File: src/rtl/sfd_pkg.sv
package sfd_pkg;
  localparam int NUM_CH = 4;

  // strobes from the window control to the datapath of one channel
  typedef struct packed {
    logic active;   // level and window length both non-zero
    logic take;     // accept the sample presented this cycle
    logic winEnd;   // accepted sample is the last of its window
  } sfd_strobe_t;
endpackage

File: src/rtl/sfd_window_ctrl.sv
module sfd_window_ctrl
  import sfd_pkg::*;
#(
  parameter int DUR_W = 12
) (
  input  logic             clk,
  input  logic             rstN,
  input  logic             sampleValid,
  input  logic             levelNonZero,
  input  logic [DUR_W-1:0] dur,
  output sfd_strobe_t      strobe
);
  logic [DUR_W-1:0] winCnt;
  logic [DUR_W:0]   winCntInc;
  logic             active;

  assign active    = levelNonZero && (dur != '0);
  assign winCntInc = {1'b0, winCnt} + 1'b1;

  always_comb begin
    strobe.active = active;
    strobe.take   = active && sampleValid;
    strobe.winEnd = active && sampleValid && (winCntInc >= {1'b0, dur});
  end

  always_ff @(posedge clk) begin
    if (!rstN || !active) begin
      winCnt <= '0;
    end else if (strobe.take) begin
      winCnt <= strobe.winEnd ? '0 : winCntInc[DUR_W-1:0];
    end
  end
endmodule

File: src/rtl/sfd_datapath.sv
module sfd_datapath
  import sfd_pkg::*;
#(
  parameter int SAMPLE_W = 16,
  parameter int DUR_W    = 12
) (
  input  logic                clk,
  input  logic                rstN,
  input  sfd_strobe_t         strobe,
  input  logic [SAMPLE_W-1:0] sample,
  input  logic [SAMPLE_W-1:0] level,
  input  logic [DUR_W-1:0]    dur,
  output logic                detect
);
  logic [SAMPLE_W-1:0] mag;
  logic                below;
  logic [DUR_W-1:0]    belowCnt;
  logic [DUR_W:0]      belowNext;
  logic [DUR_W+1:0]    twiceBelow;

  // magnitude of a two's-complement code; the most negative code maps to 2^(W-1)
  assign mag        = sample[SAMPLE_W-1] ? (~sample + 1'b1) : sample;
  assign below      = mag < level;
  assign belowNext  = {1'b0, belowCnt} + {{DUR_W{1'b0}}, below};
  assign twiceBelow = {belowNext, 1'b0};
  assign detect     = strobe.winEnd && (twiceBelow > {2'b00, dur});

  always_ff @(posedge clk) begin
    if (!rstN || !strobe.active) begin
      belowCnt <= '0;
    end else if (strobe.winEnd) begin
      belowCnt <= '0;
    end else if (strobe.take) begin
      belowCnt <= belowNext[DUR_W-1:0];
    end
  end
endmodule

File: src/rtl/sfd_status.sv
module sfd_status #(
  parameter int NUM_CH = 4
) (
  input  logic              clk,
  input  logic              rstN,
  input  logic [NUM_CH-1:0] detect,
  input  logic [NUM_CH-1:0] clr,
  input  logic [NUM_CH-1:0] irqEnable,
  output logic [NUM_CH-1:0] status,
  output logic              irq
);
  always_ff @(posedge clk) begin
    if (!rstN) status <= '0;
    else       status <= (status & ~clr) | detect;
  end

  assign irq = |(status & irqEnable);
endmodule

File: src/rtl/sag_fault_detector.sv
module sag_fault_detector
  import sfd_pkg::*;
#(
  parameter int SAMPLE_W = 16,
  parameter int DUR_W    = 12
) (
  input  logic                clk,
  input  logic                rstN,
  input  logic                sampleValid,
  input  logic [SAMPLE_W-1:0] voltSample,
  input  logic [SAMPLE_W-1:0] volt2Sample,
  input  logic [SAMPLE_W-1:0] currSample,
  input  logic [SAMPLE_W-1:0] curr2Sample,
  input  logic [SAMPLE_W-1:0] voltLevel,
  input  logic [SAMPLE_W-1:0] volt2Level,
  input  logic [SAMPLE_W-1:0] currLevel,
  input  logic [SAMPLE_W-1:0] curr2Level,
  input  logic [DUR_W-1:0]    voltDur,
  input  logic [DUR_W-1:0]    volt2Dur,
  input  logic [DUR_W-1:0]    currDur,
  input  logic [DUR_W-1:0]    curr2Dur,
  input  logic [3:0]          statusClr,
  input  logic [3:0]          irqEnable,
  output logic [3:0]          status,
  output logic                irq
);
  logic [SAMPLE_W-1:0] chSample [NUM_CH];
  logic [SAMPLE_W-1:0] chLevel  [NUM_CH];
  logic [DUR_W-1:0]    chDur    [NUM_CH];
  logic [NUM_CH-1:0]   chDetect;

  // channel index = status bit position
  assign chSample = '{voltSample, volt2Sample, currSample, curr2Sample};
  assign chLevel  = '{voltLevel, volt2Level, currLevel, curr2Level};
  assign chDur    = '{voltDur, volt2Dur, currDur, curr2Dur};

  for (genvar ch = 0; ch < NUM_CH; ch++) begin : g_ch
    sfd_strobe_t strobe;

    sfd_window_ctrl #(.DUR_W(DUR_W)) ctrl_i (
      .clk          (clk),
      .rstN         (rstN),
      .sampleValid  (sampleValid),
      .levelNonZero (chLevel[ch] != '0),
      .dur          (chDur[ch]),
      .strobe       (strobe)
    );

    sfd_datapath #(.SAMPLE_W(SAMPLE_W), .DUR_W(DUR_W)) dp_i (
      .clk    (clk),
      .rstN   (rstN),
      .strobe (strobe),
      .sample (chSample[ch]),
      .level  (chLevel[ch]),
      .dur    (chDur[ch]),
      .detect (chDetect[ch])
    );
  end

  sfd_status #(.NUM_CH(NUM_CH)) status_i (
    .clk       (clk),
    .rstN      (rstN),
    .detect    (chDetect),
    .clr       (statusClr),
    .irqEnable (irqEnable),
    .status    (status),
    .irq       (irq)
  );
endmodule

File: config.mk
export PLATFORM = sky130hd
export DESIGN_NAME = sag_fault_detector
export DESIGN_NICKNAME = d
export VERILOG_FILES = /design/src/rtl/sfd_pkg.sv /design/src/rtl/sfd_window_ctrl.sv /design/src/rtl/sfd_datapath.sv /design/src/rtl/sfd_status.sv /design/src/rtl/sag_fault_detector.sv
export SDC_FILE = /design/constraint.sdc
export NUM_CORES = 1
export LEC_CHECK = 0
export CORE_MARGIN = 1
export CORE_UTILIZATION = 60
export DETAILED_ROUTE_END_ITERATION = 12
export DONT_BUFFER_PORTS = 1
export PLACE_DENSITY = 0.81
export SLEW_MARGIN = 10
export SYNTH_ARGS = -nofsm -noshare
export SYNTH_HDL_FRONTEND = slang
export SYNTH_SLANG_ARGS = --single-unit
File: constraint.sdc
create_clock -name clk -period 6.9 [get_ports clk]
set_clock_uncertainty 0.1 [all_clocks]
set_input_delay 1.38 -clock clk [delete_from_list [all_inputs] [get_ports clk]]
set_output_delay 1.38 -clock clk [all_outputs]
set_load 0.03 [all_outputs]
==> summary.txt <==
Routing
  – Post-route ant nets: 0
  – WL final: ~25,000 um
  – DR iter-0 viols: about 570
  – DR vias/cell: around 6.1
  – DR vias: 9,625
  – Drt pass-1 iters: 5
  – Routed len/inst: approximately 16 um
  – DRC Markers: 0

Yosys
  – Synth Area in Compound Gates: 19.19%
  – Async set-reset flop share out of synthesis: 0%
  – Main flop type after synthesis: dfxtp_1
  – Sequential area share after synthesis: between 10% and 20%
  – Syn Std Cell Area: roughly 11,000 um^2
  – Synth area leaders: ha_1 (20%), dfxtp_1 (19%), xnor2_1 (7.2%), xor2_1 (4.7%), inv_1 (4.5%)
  – EDFF count, synth: 0
  – Syn Inst Count: approximately 1,400
  – Syn avg cell area: a little under 8 um^2
  – Yosys warnings: 0
  – Distinct cells, synth: 72
  – Mux share of post-synthesis cell area: less than 1%
  – Syn_nets: about 1,700
  – Synth Register Bits: 100
  – Post-synthesis xor/xnor area fraction: a little under an eighth
  – Simple-Gate Fraction of Synth Area: a little under a quarter
  – Area share of the leading cell type in the synthesized netlist: 19.89%
  – Largest family of logic cells by synthesized area: simple AND/OR/NAND/NOR gates
  – Yosys top cell by area: ha_1
  – Post-Synth Adder-Cell Area: between 10% and 20%

Worst setup path
  – CP startpoint: voltSample[3]
  – Nature of the critical path startpoint: input port
  – Critical path peak fanout: 5
  – Critical Path RT: 7.05 ns
  – R2R depth: 13
  – WP data arrival: around 6.4 ns
  – FF-to-FF End: g_ch[2].ctrl_i.winCnt[4]$_SDFFE_PP0P_
  – Critical Setup Path Class: input port to register
  – Worst reg-to-reg setup slack: around 2.8 ns
  – Worst r2r src: g_ch[2].ctrl_i.winCnt[0]$_SDFFE_PP0P_
  – Worst setup EP type: register
  – CP endpoint: status_i.status[0]$_SDFF_PN0_

Final layout
  – Multi-input logic area: around 8000 um^2
  – Seq. cell area: about 2000 um^2
  – Layout cells sized above 1: about 2.5%
  – Final core utilization: between 60% and 70%
  – Ant diodes: 0
  – Fill cells: about 1,500
  – Nets: around 1,700
  – Final Cell Area: around 11,000 um^2
  – Layout area overhead: 4.665%

Clock network
  – Total CTS buffers: 9
  – CTS sink cnt: 100
  – TritonCTS clock tree: yes
  – Clock root buffer: clkbuf_16
  – Max Root-Sink Buffers: 2
  – Post-CTS setup buffer count: 0
  – Clk slew on worst S/H paths: about 0.070 ns
  – Hold Buf Count CTS: 0
  – Clock latency on the worst-skew pair: 0.36 ns
  – Post-CTS Resized: 0
  – CTS H-tree lvls: 3

Timing
  – Final Critical Period: 6.227 ns
  – # setup viols final: 0
  – RSZ-0062 raised after global routing: false
  – Final Cycle Share: about nine tenths
  – Setup TNS: 0 ns
  – Worst Tran Pin Value: around 0.97 ns
  – Pins Over Slew Limit: 0
  – FMAX: ~0.16 GHz
  – Final hold vios: 0
  – Slew headroom: 35.21%

Place
  – DP HPWL: around 20,000 um
  – Dpl cell area: between 10,000 and 15,000 um^2
  – Buffers on Ports: 0
  – Final RePlAce weighted congestion: 0.9576

Die
  – IO Pins: approximately 190
  – Core area: 17,240 um^2
  – Initial core utilization: roughly three fifths
  – Site Rows: 48
  – Die width: around 130 um
  – Die H: about 130 um
  – Total die area: 18,150 um^2

GRT
  – Largest net degree at the start of global routing: 29
  – First-pass GRT wire length: slightly above 40,000 um
  – Global route total overflow: 0
  – Vias in the first global route: 8,940
  – Total Routing Usage GR: ~27%
  – Initial antenna violation count: 0

Outcome
  – Status: complete, no violations

Worst hold path
  – Worst Hold Launch: g_ch[0].dp_i.belowCnt[0]$_SDFFE_PP0P_
  – Hold Crit Class: register to register

Job
  – Max_cap viols: 0

Power
  – Peak VDD IR: approximately 170 uV
  – Pleak: ~5.2 nW
  – PD cells: between 100 and 150 nW/um^2
## routing by layer
| metal | vias up | routed length [um] | global-route usage, % |
|---|---|---|---|
| met5 | - | 0 | 0 |
| met4 | 0 | 314 | 5.868 |
| met3 | 33 | 1426 | 5.518 |
| met2 | 256 | 11970 | 46.51 |
| met1 | 4459 | 11220 | 35.14 |
| li1 | 4877 | - | - |
## per-stage QoR
step                instances  hold slack, ns  total power, W  worst slack [ns]
CTS                      1576          0.3741        0.001479            0.6922
global route             1576          0.3845        0.001547            0.1042
global placement         1560          0.3520       0.0008981            0.4397
detailed placement       1560          0.3644       0.0009094            0.3209
floorplan                1361          0.3406       0.0008469            0.7371
finish                   1576          0.3704        0.001469            0.6735
## kinds of logic after synthesis
group                    count (synthesis)
AND/OR/NAND/NOR                        483
AO/OA/AOI/OAI                          300
adder cells (fa/ha/maj)                168
buffers and inverters                  158
XOR/XNOR                               144
flip-flops                             100
multiplexers                             8
## power by group
group / total, W / internal (W) / switching, W / leakage (nW)
Combinational: 0.000303 / 0.000136 / 0.000168 / 4.24
Sequential: 0.000596 / 0.000586 / 0.00000935 / 0.808
Clock: 0.000570 / 0.000330 / 0.000240 / 0.152
Total: 0.00147 / 0.00105 / 0.000417 / 5.20
## worst max-delay path, cell delays in order
cell and delay, ns:
or3_1 0.37, nor2_1 0.15, nand3_1 0.14, or3_1 0.40, o31ai_1 0.25, xnor2_1 0.15, ha_1 0.26, a21oi_1 0.13
nor2b_1 0.06, o21ai_0 0.14, o211ai_1 0.10, a41oi_1 0.17, ha_1 0.20, ha_1 0.24, nand2_1 0.10, nor2b_1 0.25
and3_1 0.27, nand3_1 0.15, xnor2_1 0.15, ha_1 0.29, nand4_1 0.15, o22ai_1 0.10, nor2_1 0.08, o21ai_0 0.09
a221oi_1 0.26, o21ai_1 0.09, a41o_1 0.24
## layout make-up
type,instances,share of cell area [%]
Tap cell,225,2.545
Inverter,129,4.377
Timing Repair Buffer,3,0.2036
Clock buffer,11,2.194
Multi-Input combinational cell,1103,71.82
Clock inverter,5,0.7578
Sequential cell,100,18.10
## synth_stat cells, types with 6 or more instances
| cell | count |
|---|---|
| a211oi_1 | 7 |
| a21boi_0 | 6 |
| a21o_1 | 34 |
| a21oi_1 | 67 |
| a22o_1 | 12 |
| a22oi_1 | 10 |
| a32o_1 | 10 |
| and3_1 | 15 |
| and4_1 | 8 |
| buf_2 | 7 |
| clkbuf_1 | 16 |
| dfxtp_1 | 100 |
| ha_1 | 168 |
| inv_1 | 127 |
| mux2i_1 | 8 |
| nand2_1 | 115 |
| nand2b_1 | 27 |
| nand3_1 | 63 |
| nand4_1 | 30 |
| nor2_1 | 97 |
| nor2b_1 | 13 |
| nor3_1 | 17 |
| nor3b_1 | 7 |
| nor4_1 | 34 |
| o21ai_0 | 70 |
| o2bb2ai_1 | 6 |
| o31ai_1 | 29 |
| or3_1 | 24 |
| or4_1 | 7 |
| xnor2_1 | 87 |
| xor2_1 | 57 |
## flip-flops by register name (all words and copies together), names as in the netlist
register            count
g_ch.ctrl_i.winCnt     48
g_ch.dp_i.belowCnt     48
status_i.status         4
## worst min-delay path by stage
stage                                             to  slack, ns  depth (start not counted)
2_1_floorplan  g_ch[0].dp_i.belowCnt[0]$_SDFFE_PP0P_       0.34                          2
3_3_place_gp   g_ch[0].dp_i.belowCnt[0]$_SDFFE_PP0P_       0.35                          2
3_5_place_dp   g_ch[0].dp_i.belowCnt[0]$_SDFFE_PP0P_       0.36                          2
4_1_cts        g_ch[0].dp_i.belowCnt[0]$_SDFFE_PP0P_       0.37                          2
5_1_grt        g_ch[0].dp_i.belowCnt[0]$_SDFFE_PP0P_       0.38                          2
6_report       g_ch[0].dp_i.belowCnt[0]$_SDFFE_PP0P_       0.37                          2
## cell usage in the layout (no fill, tap or decap), types with 10 or more instances in the layout
| cell type | count |
|---|---|
| o21ai_0 | 70 |
| a22o_1 | 12 |
| a21oi_1 | 67 |
| nand4_1 | 30 |
| dfxtp_1 | 100 |
| inv_1 | 127 |
| nor4_1 | 34 |
| nand3_1 | 63 |
| a32o_1 | 10 |
| nor3_1 | 17 |
| and3_1 | 15 |
| or3_1 | 24 |
| nand2_1 | 115 |
| nor2_1 | 97 |
| a22oi_1 | 10 |
| a21o_1 | 34 |
| o31ai_1 | 29 |
| xor2_1 | 57 |
| nor2b_1 | 13 |
| ha_1 | 168 |
| nand2b_1 | 27 |
| xnor2_1 | 87 |
Note: power is estimated with default switching activity, not from simulation.
